File: src/rtl/mst_pkg.sv
package mst_pkg;
  typedef enum logic [1:0] {
    ST_IDLE = 2'd0,
    ST_RUN  = 2'd1,
    ST_HALT = 2'd2,
    ST_DONE = 2'd3
  } st_e;

  typedef struct packed {
    logic       exec;
    logic       poe;
    logic       frun;
    logic       dis;
    logic [1:0] rate;
  } cfg_t;

  localparam int RX_CTRL  = 0;
  localparam int RX_LO    = 1;
  localparam int RX_HI    = 2;
  localparam int RX_FAIL  = 3;
  localparam int RX_SYN   = 4;
  localparam int RX_LOG   = 5;
  localparam int RX_STAT  = 6;

  localparam int CB_EXEC  = 0;
  localparam int CB_POE   = 1;
  localparam int CB_FRUN  = 2;
  localparam int CB_CONT  = 3;
  localparam int CB_NRST  = 4;
  localparam int CB_LCLR  = 5;
  localparam int CB_DIS   = 8;
  localparam int CB_RATE  = 28;
endpackage

File: src/rtl/mst_regs.sv
module mst_regs
  import mst_pkg::*;
#(
  parameter int AW = 4,
  parameter int DW = 8
) (
  input  logic          clk,
  input  logic          rst,
  input  logic          we,
  input  logic [2:0]    addr,
  input  logic [31:0]   wdata,
  input  logic [AW-1:0] fail_addr,
  input  logic [DW-1:0] syndrome,
  input  logic [DW-1:0] bitlog,
  input  st_e           st,
  input  logic          pass_inv,
  output cfg_t          cfg,
  output logic [AW-1:0] lo,
  output logic [AW-1:0] hi,
  output logic          cont_p,
  output logic          lclr_p,
  output logic [31:0]   rdata
);
  logic ctrl_wr;
  logic [31:0] ctrl_img;

  assign ctrl_wr = we && (addr == 3'(RX_CTRL));

  always_ff @(posedge clk) begin
    if (rst) begin
      cfg    <= '{exec: 1'b0, poe: 1'b0, frun: 1'b0, dis: 1'b1, rate: 2'b01};
      lo     <= '0;
      hi     <= '1;
      cont_p <= 1'b0;
      lclr_p <= 1'b0;
    end else begin
      cont_p <= ctrl_wr && wdata[CB_CONT];
      lclr_p <= ctrl_wr && wdata[CB_LCLR];
      if (ctrl_wr) begin
        cfg.exec <= wdata[CB_EXEC] && !wdata[CB_NRST];
        cfg.poe  <= wdata[CB_POE];
        cfg.frun <= wdata[CB_FRUN];
        cfg.dis  <= wdata[CB_DIS];
        cfg.rate <= wdata[CB_RATE+1:CB_RATE];
      end
      if (we && addr == 3'(RX_LO)) lo <= wdata[AW-1:0];
      if (we && addr == 3'(RX_HI)) hi <= wdata[AW-1:0];
    end
  end

  always_comb begin
    ctrl_img = '0;
    ctrl_img[CB_EXEC] = cfg.exec;
    ctrl_img[CB_POE]  = cfg.poe;
    ctrl_img[CB_FRUN] = cfg.frun;
    ctrl_img[CB_DIS]  = cfg.dis;
    ctrl_img[CB_RATE+1:CB_RATE] = cfg.rate;
  end

  always_ff @(posedge clk) begin
    if (rst) rdata <= '0;
    else begin
      case (addr)
        3'(RX_CTRL): rdata <= ctrl_img;
        3'(RX_LO):   rdata <= 32'(lo);
        3'(RX_HI):   rdata <= 32'(hi);
        3'(RX_FAIL): rdata <= 32'(fail_addr);
        3'(RX_SYN):  rdata <= 32'(syndrome);
        3'(RX_LOG):  rdata <= 32'(bitlog);
        3'(RX_STAT): rdata <= {29'd0, pass_inv, st};
        default:     rdata <= '0;
      endcase
    end
  end

  // a node-reset write always drops execute
  p_nrst_clears_exec_r10: assert property (@(posedge clk) disable iff (rst)
    (ctrl_wr && wdata[CB_NRST]) |=> !cfg.exec);
endmodule

File: src/rtl/mst_refresh.sv
module mst_refresh #(
  parameter int BASE = 16
) (
  input  logic       clk,
  input  logic       rst,
  input  logic [1:0] rate,
  output logic       tick
);
  localparam int CW = $clog2(BASE) + 1;
  localparam logic [CW-1:0] LIM1 = CW'(BASE - 1);
  localparam logic [CW-1:0] LIM2 = CW'(BASE / 2 - 1);
  localparam logic [CW-1:0] LIM4 = CW'(BASE / 4 - 1);

  logic [CW-1:0] cnt;
  logic [CW-1:0] lim;

  always_comb begin
    case (rate)
      2'b00:   lim = LIM1;
      2'b01:   lim = LIM2;
      default: lim = LIM4;
    endcase
  end

  always_ff @(posedge clk) begin
    if (rst || rate == 2'b11) begin
      cnt  <= '0;
      tick <= 1'b0;
    end else if (cnt >= lim) begin
      cnt  <= '0;
      tick <= 1'b1;
    end else begin
      cnt  <= cnt + 1'b1;
      tick <= 1'b0;
    end
  end

  // the reserved rate code keeps the tick quiet
  p_rsv_quiet_r11: assert property (@(posedge clk) disable iff (rst)
    (rate == 2'b11 && $past(rate) == 2'b11) |-> !tick);
endmodule

File: src/rtl/mst_seq.sv
module mst_seq
  import mst_pkg::*;
#(
  parameter int AW = 4,
  parameter int DW = 8
) (
  input  logic          clk,
  input  logic          rst,
  input  cfg_t          cfg,
  input  logic [AW-1:0] lo,
  input  logic [AW-1:0] hi,
  input  logic          cont_p,
  input  logic          lclr_p,
  input  logic [DW-1:0] mem_rdata,
  output logic          mem_en,
  output logic          mem_we,
  output logic [AW-1:0] mem_addr,
  output logic [DW-1:0] mem_wdata,
  output logic          data_err,
  output st_e           st,
  output logic          pass_inv,
  output logic [AW-1:0] fail_addr,
  output logic [DW-1:0] syndrome,
  output logic [DW-1:0] bitlog
);
  logic [AW:0]   cur;
  logic          wr_phase;
  logic          issued_all;
  logic          p1_v, p2_v;
  logic [AW-1:0] p1_addr, p2_addr;
  logic [DW-1:0] dq;

  logic          run, miss, halt_now, drained, cont_go, keep, issue, suppress, skip;
  logic [DW-1:0] syn;
  logic [AW:0]   resume;
  logic [AW:0]   hi_x;

  function automatic logic [DW-1:0] pat(input logic [AW-1:0] a, input logic inv);
    logic [DW-1:0] r;
    for (int i = 0; i < DW; i++) r[i] = ((i < AW) ? a[i % AW] : 1'b0) ^ inv;
    return r;
  endfunction

  assign hi_x     = {1'b0, hi};
  assign run      = (st == ST_RUN) && cfg.exec;
  assign syn      = dq ^ pat(p2_addr, pass_inv);
  assign miss     = run && p2_v && (|syn);
  assign halt_now = miss && cfg.poe;
  assign keep     = run && !halt_now;
  assign drained  = !wr_phase && issued_all && !(mem_en && !mem_we) && !p1_v && !p2_v;
  assign cont_go  = cont_p && (st == ST_HALT) && cfg.poe && cfg.exec;
  assign issue    = keep && (wr_phase || !issued_all);
  assign suppress = cfg.dis && (cfg.poe || cfg.frun);
  assign skip     = !p2_addr[0] && p1_v;
  assign resume   = {1'b0, p2_addr} + (skip ? (AW+1)'(2) : (AW+1)'(1));

  // read pipeline and memory port registers
  always_ff @(posedge clk) begin
    if (rst) begin
      mem_en    <= 1'b0;
      mem_we    <= 1'b0;
      mem_addr  <= '0;
      mem_wdata <= '0;
      p1_v      <= 1'b0;
      p2_v      <= 1'b0;
      p1_addr   <= '0;
      p2_addr   <= '0;
      dq        <= '0;
    end else begin
      mem_en    <= issue;
      mem_we    <= wr_phase;
      mem_addr  <= cur[AW-1:0];
      mem_wdata <= pat(cur[AW-1:0], pass_inv);
      p1_v      <= mem_en && !mem_we && keep;
      p2_v      <= p1_v && keep;
      p1_addr   <= mem_addr;
      p2_addr   <= p1_addr;
      dq        <= mem_rdata;
    end
  end

  // error capture
  always_ff @(posedge clk) begin
    if (rst) begin
      fail_addr <= '0;
      syndrome  <= '0;
      bitlog    <= '0;
      data_err  <= 1'b0;
    end else begin
      data_err <= miss && !suppress;
      if (miss) begin
        fail_addr <= p2_addr;
        syndrome  <= syn;
        bitlog    <= (lclr_p ? '0 : bitlog) | syn;
      end else if (lclr_p) begin
        bitlog <= '0;
      end
      if (cont_go || (st == ST_IDLE && cfg.exec)) begin
        fail_addr <= '0;
        syndrome  <= '0;
      end
    end
  end

  // sequencing
  always_ff @(posedge clk) begin
    if (rst) begin
      st         <= ST_IDLE;
      cur        <= '0;
      wr_phase   <= 1'b0;
      issued_all <= 1'b0;
      pass_inv   <= 1'b0;
    end else if (!cfg.exec) begin
      st <= ST_IDLE;
    end else begin
      case (st)
        ST_IDLE: begin
          st         <= ST_RUN;
          cur        <= {1'b0, lo};
          wr_phase   <= 1'b1;
          issued_all <= 1'b0;
          pass_inv   <= 1'b0;
        end
        ST_RUN: begin
          if (halt_now) begin
            st         <= ST_HALT;
            cur        <= resume;
            issued_all <= (resume > hi_x);
          end else if (drained) begin
            if (cfg.frun) begin
              pass_inv   <= !pass_inv;
              wr_phase   <= 1'b1;
              cur        <= {1'b0, lo};
              issued_all <= 1'b0;
            end else begin
              st <= ST_DONE;
            end
          end else if (wr_phase) begin
            if (cur == hi_x) begin
              wr_phase <= 1'b0;
              cur      <= {1'b0, lo};
            end else begin
              cur <= cur + 1'b1;
            end
          end else if (!issued_all) begin
            if (cur == hi_x) issued_all <= 1'b1;
            cur <= cur + 1'b1;
          end
        end
        ST_HALT: if (cont_go) st <= ST_RUN;
        default: st <= ST_DONE;
      endcase
    end
  end

  // the address counter is frozen while halted
  p_halt_hold_r4: assert property (@(posedge clk) disable iff (rst)
    (st == ST_HALT && !cont_go && cfg.exec) |=> (st == ST_HALT && $stable(cur)));
  // no memory traffic once the halt has settled
  p_halt_quiet_r4: assert property (@(posedge clk) disable iff (rst)
    (st == ST_HALT && $past(st) == ST_HALT) |-> !mem_en);
  // a finished single pass leaves the memory port idle
  p_done_quiet_r2: assert property (@(posedge clk) disable iff (rst)
    (st == ST_DONE) |-> !mem_en);
  // an accepted continue empties the address and syndrome registers
  p_cont_clear_r5: assert property (@(posedge clk) disable iff (rst)
    cont_go |=> (fail_addr == '0 && syndrome == '0));
  // the disable bit silences the system error pulse in the looping modes
  p_suppress_r8: assert property (@(posedge clk) disable iff (rst)
    (suppress && $past(suppress)) |-> !data_err);
endmodule

File: src/rtl/mst_poe_top.sv
module mst_poe_top
  import mst_pkg::*;
#(
  parameter int AW   = 4,
  parameter int DW   = 8,
  parameter int BASE = 16
) (
  input  logic          clk,
  input  logic          rst,
  input  logic          reg_we,
  input  logic [2:0]    reg_addr,
  input  logic [31:0]   reg_wdata,
  output logic [31:0]   reg_rdata,
  output logic          mem_en,
  output logic          mem_we,
  output logic [AW-1:0] mem_addr,
  output logic          mem_bank,
  output logic [DW-1:0] mem_wdata,
  input  logic [DW-1:0] mem_rdata,
  output logic          data_err,
  output logic          refresh,
  output logic [1:0]    state
);
  cfg_t          cfg;
  logic [AW-1:0] lo, hi, fail_addr;
  logic [DW-1:0] syndrome, bitlog;
  logic          cont_p, lclr_p, pass_inv;
  st_e           st;

  mst_regs #(.AW(AW), .DW(DW)) u_regs (
    .clk(clk), .rst(rst), .we(reg_we), .addr(reg_addr), .wdata(reg_wdata),
    .fail_addr(fail_addr), .syndrome(syndrome), .bitlog(bitlog), .st(st),
    .pass_inv(pass_inv), .cfg(cfg), .lo(lo), .hi(hi), .cont_p(cont_p),
    .lclr_p(lclr_p), .rdata(reg_rdata)
  );

  mst_seq #(.AW(AW), .DW(DW)) u_seq (
    .clk(clk), .rst(rst), .cfg(cfg), .lo(lo), .hi(hi), .cont_p(cont_p),
    .lclr_p(lclr_p), .mem_rdata(mem_rdata), .mem_en(mem_en), .mem_we(mem_we),
    .mem_addr(mem_addr), .mem_wdata(mem_wdata), .data_err(data_err), .st(st),
    .pass_inv(pass_inv), .fail_addr(fail_addr), .syndrome(syndrome), .bitlog(bitlog)
  );

  mst_refresh #(.BASE(BASE)) u_ref (
    .clk(clk), .rst(rst), .rate(cfg.rate), .tick(refresh)
  );

  assign mem_bank = mem_addr[0];
  assign state    = st;
endmodule

File: config.mk
export PLATFORM = sky130hd
export DESIGN_NAME = mst_poe_top
export DESIGN_NICKNAME = d
export VERILOG_FILES = /design/src/rtl/mst_pkg.sv /design/src/rtl/mst_regs.sv /design/src/rtl/mst_refresh.sv /design/src/rtl/mst_seq.sv /design/src/rtl/mst_poe_top.sv
export SDC_FILE = /design/constraint.sdc
export NUM_CORES = 1
export LEC_CHECK = 0
export ABC_CLOCK_PERIOD_IN_PS = 2470
export BUFFER_PORTS_ARGS = -buffer_cell sky130_fd_sc_hd__buf_2
export CAP_MARGIN = 20
export CORE_MARGIN = 10
export CORE_UTILIZATION = 49
export DETAILED_ROUTE_END_ITERATION = 8
export PLACE_DENSITY = 0.79
export SLEW_MARGIN = 20
export SYNTH_ARGS = -nofsm -noshare
export SYNTH_HDL_FRONTEND = slang
export SYNTH_HIERARCHICAL = 1
export SYNTH_SLANG_ARGS = --single-unit
export TNS_END_PERCENT = 100
File: constraint.sdc
create_clock -name clk -period 2.47 [get_ports clk]
set_clock_uncertainty 0.2 [all_clocks]
set_input_delay 0.3705 -clock clk [delete_from_list [all_inputs] [get_ports clk]]
set_output_delay 0.3705 -clock clk [all_outputs]
set_load 0.03 [all_outputs]
==> flow_summary.toml, run 1 <==
[power]
total_power_uw = 2760
p_per_area_nw_per_um2 = 547
peakVddDrop_v = 0.000299
p_leak_uw = 0.00214

[timing]
layout_min_cycle_time_ps = 2490
period_share = 1.01
drv_slew = 0
final-setup-viol-count = 2
hold_viol = 0
relSlewSlack = 0.538
worst_pin_slew_ps = 693
setup_tns_ps = -26.0
rsz0062_at_grt = "true"
fmax_mhz = 402
setup_ws_ps = -19.5

[routing]
vias_per_cell = 5.21
drtPass1Iterations = 4
drc = 0
antenna_left = 0
vias = 3398
post_drt_wl_per_cell_um = 15.4
routed_wl_mm = 10.1
drt-initial-drc-count = 210

[die]
die_h_um = 115
num_io_pins = 97
dieArea_sq_um = 13100
die_width_um = 115
rows = 34
core_sq_um = 8720
start_util = 0.503

[placement]
pre_cts_ws_ps = -71.6
hpwl_mm = 7.34
placed_cell_area_sq_um = 4700
routabilityCongestion = 0.895
io_buffers = 52
dp.cells = 629

[layout]
final_common_cell = "dfxtp_1"
final_cells = 652
nFillCells = 786
final_cell_mix = "dfxtp_1 (88), buf_2 (52), nand2_1 (35)"
num_antenna_cells = 0
final_nets = 594
drive_above_1_share = 0.276
syn2layout_area_growth_pct = 15.4
design_area_sq_um = 5060

[worst_setup_path]
critPathArrivalTime_ps = 2560
cp.required_ps = 2540
critical_path_class = "reg -> reg"
cp-start-kind = "flop"
critPathMaxFanout = 5
end_kind = "flop"

[clock_tree]
cts_tree = "done"
cts.clk_slew.worst_paths_ps = 90
cts_buffers = 9
cts_htree_levels = 3
hold_buffers = 0
cts_num_sinks = 93
clock_latency_ps = 370
cts.path.max_buffers = 2
cts-root-buf = "clkbuf_8"

[synthesis]
ys_seq_area_frac = 0.425
synth_area_sq_um = 4380
synth_adder_area_share = 0.0257
muxShareOfSynthArea = 0.0591
synth.distinct_cells = 59
synth_area_per_cell_sq_um = 9.17
synth_cells = 478
synth-edff-count = 0
yosys.area_share.simple = 0.215
synth_top_family_by_area = "simple AND/OR/NAND/NOR gates"
ys_warn_count = 6
ys_seq_elements = 93
synth_xor_area_frac = 0.0597
synth_top_flop_cell = "dfxtp_1"
async_reset_ff_frac = 0
synth-compound-area-share = 0.131

[global_route]
grt_pass1_wl_mm = 16.0
grt_pass1_vias = 3302
antenna_found_initial = 0
grt_use_total = 0.148
grt_max_degree = 29
grt_overflow = 0

[outcome]
status = "finished with violations"
violations = "setup timing"

[min_path]
worstHoldPathType = "in -> reg"

[run]
max-cap-violations = 0
==> path summary, 6_finish.rpt <==
path,from,cells past startpoint,slack [ps],endpoint
setup / recovery,u_seq/p2_addr[3],6,-20,u_seq/cur[3]
hold / removal,mem_rdata[1],2,20,u_seq/dq[1]
setup reg to reg,u_seq/p2_addr[3],6,-20,u_seq/cur[3]
hold reg to reg,u_seq/p1_addr[3],1,250,u_seq/p2_addr[3]
==> cell type report <==
type | instances | area (sq um) | area share
inverters | 9 | 33.8 | 0.00668
multi-input cells | 345 | 2350 | 0.465
repair buffers | 81 | 478 | 0.0945
well taps | 108 | 135 | 0.0267
clock inverters | 6 | 50.0 | 0.00990
clock buffers | 10 | 138 | 0.0272
flip-flops and latches | 93 | 1870 | 0.369
==> through the flow <==
stage                util  hold slack (ps)
floorplan               -              214
global placement    0.539              223
detailed placement  0.539              224
CTS                 0.567             9.71
global route        0.580             27.4
finish              0.580             17.1
==> Yosys cell counts, types with 4 or more instances <==
library cell	number	area, sq um
mux2_2	5	56.3
nor3b_1	4	30.0
dfxtp_1	93	1860
nand2_1	36	135
and2_1	4	25.0
or4_1	5	37.5
a311oi_1	5	43.8
inv_1	9	33.8
nand4_1	6	37.5
nand3_1	14	70.1
a211o_1	6	52.6
a31oi_1	5	31.3
buf_4	26	195
nand2b_1	16	100
buf_6	5	56.3
ha_1	9	113
a31o_2	4	35.0
xnor2_1	9	78.8
nor2b_1	32	200
clkbuf_1	13	48.8
a21oi_1	38	190
o21ai_0	9	45.0
nor2_1	31	116
buf_2	4	20.0
nand3b_1	5	37.5
mux2i_1	18	180
nor3_1	6	30.0
xor2_1	19	166
==> kinds of logic after synthesis <==
kind of cell,Yosys count
compound gates,88
xor+xnor,29
fa+ha+maj,9
buf+inv,60
flops,93
mux,24
other cells,1
simple gates,174
==> layer usage <==
layer  vias to the layer above  GRT usage  wire length (um)
li1                       1718          -                 -
met1                      1591      0.176              4360
met2                        75      0.254              4950
met3                        14     0.0372               607
met4                         0     0.0451               140
met5                         -          0                 0
==> critical path, stage by stage (launching register included) <==
cell and delay, ps:
dfxtp_2 340, xor2_1 170, or4_4 530, mux2i_4 290, a21oi_2 120, or4_1 470, a311oi_1 270
==> power by group <==
part	switching [uW]	internal [uW]	total, uW
Clock	569	410	979
Sequential	21.7	1520	1550
Combinational	153	86.3	239
Total	743	2020	2760
==> registers in the layout, indices dropped and copies added, names as in the netlist, 2 cells and up <==
| signal | flops |
|---|---|
| u_ref/cnt | 5 |
| u_regs/hi | 4 |
| u_seq/dq | 8 |
| u_seq/mem_wdata | 5 |
| u_seq/fail_addr | 4 |
| u_seq/p1_addr | 4 |
| u_seq/p2_addr | 4 |
| u_seq/cur | 5 |
| u_seq/bitlog | 8 |
| u_regs/cfg | 6 |
| u_regs/rdata | 11 |
| u_seq/syndrome | 8 |
| u_seq/mem_addr | 4 |
| u_regs/lo | 4 |
| u_seq/st | 2 |
==> timing repair <==
item	in CTS	in global routing
pin swaps	10	21
endpoints found under the setup margin	4	10
gates resized for setup	8	22
setup buffers	5	2
(Power assumes the default switching activity.)
==> run 2: changes to the inputs <==
- CELL_PAD_IN_SITES_DETAIL_PLACEMENT: default -> 0
- CELL_PAD_IN_SITES_GLOBAL_PLACEMENT: default -> 1
- CORE_UTILIZATION: 49 -> 37
==> run 2 against run 1 <==
Against the previous run:
- first-iteration DRC count fell by 17%
- the run still ends with setup timing left
- utilization shrank 13 points
- sequential share of layout area down 0.99 points
- sequential power about the same
- final area grew 2.7%
- setup slack worse by 30 ps
- count of clock-buffer cells in the layout up 2
- hold slack improved by 17 ps
- critical path depth did not move
- global-route usage shrank 1.9 points
- die area up 26%
==> flow_summary.toml, run 2 (synthesis results as in run 1) <==
[outcome]
status = "finished with violations"
violations = "setup timing"

[placement]
hpwl_mm = 7.67
io_buffers = 52
placed_cell_area_sq_um = 4770
routabilityCongestion = 0.888
pre_cts_ws_ps = -82.8
dp.cells = 668

[die]
die_width_um = 129
num_io_pins = 97
rows = 39
core_sq_um = 11500
dieArea_sq_um = 16600
start_util = 0.381
die_h_um = 129

[timing]
relSlewSlack = 0.631
setup_ws_ps = -49.0
worst_pin_slew_ps = 553
hold_viol = 0
final-setup-viol-count = 2
period_share = 1.02
drv_slew = 0
layout_min_cycle_time_ps = 2520
fmax_mhz = 397
rsz0062_at_grt = "true"

[clock_tree]
cts.clk_slew.worst_paths_ps = 60
cts_num_sinks = 93
cts_tree = "done"
cts.path.max_buffers = 2
clock_latency_ps = 350
cts_buffers = 9
cts_htree_levels = 3
cts-root-buf = "clkbuf_16"

[layout]
final_nets = 594
num_antenna_cells = 0
final_cell_mix = "dfxtp_1 (89), buf_2 (52), nand2_1 (36), a21oi_1 (36), nor2b_1 (32)"
drive_above_1_share = 0.256
final_cells = 687
multi_input_area_sq_um = 2310
nFillCells = 1142
regArea_sq_um = 1870
syn2layout_area_growth_pct = 18.5
final_common_cell = "dfxtp_1"
largest_reg_flops = 11
largest_register = "u_regs/rdata"
design_area_sq_um = 5190

[worst_setup_path]
cp-start-kind = "flop"
critPathArrivalTime_ps = 2560
end_kind = "flop"
critical_path_class = "reg -> reg"
critPathMaxFanout = 5
rrSetupSlack_ps = -50
cp.required_ps = 2520

[routing]
antenna_left = 0
drtPass1Iterations = 4
drt-initial-drc-count = 174
vias = 3436
drc = 0
routed_wl_mm = 10.5
vias_per_cell = 5.00
post_drt_wl_per_cell_um = 15.3

[min_path]
worstHoldPathType = "in -> reg"

[power]
p_leak_uw = 0.00220
peakVddDrop_v = 0.000491
p_per_area_nw_per_um2 = 624

[global_route]
grt_max_degree = 34
grt_overflow = 0
grt_pass1_vias = 3443
antenna_found_initial = 0
grt_use_total = 0.128
grt_pass1_wl_mm = 17.1

[run]
max-cap-violations = 0
==> run 2: per-layer routing <==
metal,global-route usage,part of all wire,up-vias
met3,0.0464,0.072,16
met1,0.155,0.45,1607
met5,0,0,-
met4,0.0388,0.012,0
li1,-,-,1719
met2,0.210,0.46,94
==> run 2: power by group <==
group	leakage (uW)	internal (uW)	switching [uW]	total [uW]
Sequential	0.000755	1520	21.3	1550
Clock	0.000159	871	582	1450
Combinational	0.00129	87.7	155	243
Total	0.00220	2480	758	3240
==> run 2: metrics by stage <==
| step | total power [uW] | setup TNS [ps] | util | hold slack (ps) |
|---|---|---|---|---|
| 2_1_floorplan | 1780 | 0 | - | 214 |
| 6_report | 3240 | -60.8 | 0.451 | 34.4 |
| 3_5_place_dp | 1810 | -90.0 | 0.414 | 221 |
| 5_1_grt | 3360 | -350 | 0.451 | 40.0 |
| 3_3_place_gp | 1810 | -56.8 | 0.414 | 222 |
| 4_1_cts | 3260 | -23.4 | 0.443 | 26.4 |
==> run 2: repair_timing <==
action | CTS | global route
buffers inserted | 1 | 2
pin swaps | 3 | 7
cloned | 0 | 0
hold buffers | 0 | 0
resized for setup | 3 | 15
endpoints found under the setup margin | 3 | 7
==> run 2: path summary, 6_finish.rpt <==
path / startpoint / endpoint / cells after the start
max: u_seq/p2_addr[1] / u_seq/cur[4] / 6
min: mem_rdata[2] / u_seq/dq[2] / 2
max reg2reg: u_seq/p2_addr[1] / u_seq/cur[4] / 6
min reg2reg: u_seq/p1_addr[0] / u_seq/p2_addr[0] / 1
==> run 2: cell type report <==
class                   count  area share
flip-flops and latches     93       0.360
clock inverters             4      0.0101
repair buffers             81      0.0928
multi-input cells         345       0.445
inverters                   9     0.00651
well taps                 143      0.0345
clock buffers              12      0.0513
==> run 2: worst max-delay path, stage by stage, from the launching register on <==
cell	delay (ps)
dfxtp_2	320
xor2_1	150
or4_4	550
mux2i_4	290
a21oi_4	90
or4_4	530
a311oi_2	300
==> run 3: changes to the inputs <==
- ABC_CLOCK_PERIOD_IN_PS: 2470 -> 2950
- CORE_UTILIZATION: 37 -> 40
- PLACE_DENSITY: 0.79 -> 0.81
- clock period: 2.47 -> 2.95 ns (I/O delays scaled with it)
==> run 3 against run 2 <==
Against the previous run:
- the run now ends clean
- total power shrank 32%
- hold slack gained 47 ps
- via count shrank 4.2%
- die area shrank 6.4%
- utilization shrank 0.93 points
- critical path type unchanged
- highest routed layer unchanged
==> flow_summary.toml, run 3 (synthesis results as in run 1) <==
[worst_setup_path]
end_kind = "flop"
rr_worst_depth = 6
cp.required_ps = 3020
cp-start-kind = "flop"
max_stage_delay_ps = 550
critical_path.slowest_cell = "or4_4"
regToRegStartpoint = "u_seq/p2_addr[0]"
critPathMaxFanout = 7
critPathArrivalTime_ps = 2820
crit_path_cell_trace = "xor2_2, or4_4, mux2i_4, a21oi_1, or4_1, a311oi_1"
critical_path_class = "reg -> reg"
r2r-end = "u_seq/cur[3]"
rrSetupSlack_ps = 200

[layout]
syn2layout_area_growth_pct = 8.74
fin_util = 0.442
final_common_cell = "dfxtp_1"
nFillCells = 1092
final_cells = 660
largest_register = "u_regs/rdata"
largest_reg_flops = 11
final_cell_mix = "dfxtp_1 (92), buf_2 (52), a21oi_1 (38)"
final_nets = 571
drive_above_1_share = 0.187
num_antenna_cells = 0

[timing]
layout_min_cycle_time_ps = 2750
drv_slew = 0
hold_slack_ps = 81.8
fmax_mhz = 364
relSlewSlack = 0.540
period_share = 0.932
final-setup-viol-count = 0
hold_viol = 0
worst_pin_slew_ps = 691
setup_tns_ps = 0
rsz0062_at_grt = "false"
setup_ws_ps = 200

[die]
rows = 38
start_util = 0.406
core_sq_um = 10800
die_width_um = 125
dieArea_sq_um = 15500
num_io_pins = 97
die_h_um = 125

[min_path]
worstHoldPathType = "in -> reg"
worstHoldStart = "mem_rdata[1]"
hold_path_end = "u_seq/dq[1]"
hold_depth = 2

[outcome]
status = "finished, final reports clean"

[placement]
pre_cts_ws_ps = 177
io_buffers = 52
routabilityCongestion = 0.888
hpwl_mm = 7.59
dp.cells = 645

[run]
max-cap-violations = 0

[clock_tree]
clock_latency_ps = 370
cts_htree_levels = 3
cts-root-buf = "clkbuf_8"
cts_tree = "done"
cts_buffers = 9
cts.path.max_buffers = 2
cts_num_sinks = 93
hold_buffers = 0
cts.clk_slew.worst_paths_ps = 80

[routing]
vias_per_cell = 4.99
drtPass1Iterations = 5
routed_wl_mm = 10.4
drc = 0
antenna_left = 0
post_drt_wl_per_cell_um = 15.7
drt-initial-drc-count = 215
vias = 3293

[global_route]
grt_use_total = 0.132
grt_pass1_vias = 3449
grt_max_degree = 30
grt_pass1_wl_mm = 17.1
antenna_found_initial = 0
grt_overflow = 0

[power]
peakVddDrop_v = 0.000264
p_per_area_nw_per_um2 = 465
p_leak_uw = 0.00199
==> run 3: worst max path at each step <==
stage / startpoint / end / cells past startpoint
after floorplan: u_seq/p2_addr[0] / u_seq/cur[4] / 7
final: u_seq/p2_addr[0] / u_seq/cur[3] / 6
after global placement: u_seq/p2_addr[0] / u_seq/cur[3] / 6
after global routing: u_seq/p2_addr[3] / u_seq/cur[3] / 6
after detailed placement: u_seq/p2_addr[0] / u_seq/cur[3] / 6
after CTS: u_seq/p2_addr[0] / u_seq/cur[3] / 6
==> run 3: what timing repair did <==
item                                    in CTS  in global routing
endpoints found under the setup margin       0                  1
resized for setup                            0                  1
endpoints found under the hold margin        0                  0
buffers inserted                             0                  0
==> run 3: power breakdown <==
group	internal, uW	switching (uW)	leakage [uW]
combinational	61.1	122	0.00115
clock	323	415	0.0000833
sequential	1280	19.6	0.000754
total	1660	557	0.00199
==> run 3: layer usage <==
metal	global-route usage	part of all wire	vias up	routed length (um)
met3	0.0391	0.049	11	511
met2	0.229	0.50	67	5160
met5	0	0	-	0
li1	-	-	1665	-
met1	0.150	0.44	1550	4540
met4	0.0480	0.014	0	140
==> run 3: metrics by stage <==
| step | cell area [sq um] | power [uW] |
|---|---|---|
| 2_1_floorplan | 4460 | 1490 |
| 3_3_place_gp | 4610 | 1500 |
| 3_5_place_dp | 4610 | 1510 |
| 4_1_cts | 4760 | 2240 |
| 5_1_grt | 4770 | 2320 |
| 6_report | 4770 | 2220 |
==> run 3: worst max-delay path: cells and delay by family (launching register included) <==
family	cells	cell delay, ps
xor gates and xnor gates	1	200
AOI/OAI and AO/OA	2	510
DFF	1	370
muxes	1	280
and+or+nand+nor	2	1090
==> run 3: layout make-up <==
class | instances | area [sq um] | area share
multi-input combinational | 345 | 2230 | 0.468
sequential | 93 | 1860 | 0.391
timing repair buffer | 58 | 305 | 0.0641
tap | 140 | 175 | 0.0368
clock buffer | 13 | 149 | 0.0312
inverter | 9 | 33.8 | 0.00709
clock inverter | 2 | 10.0 | 0.00210
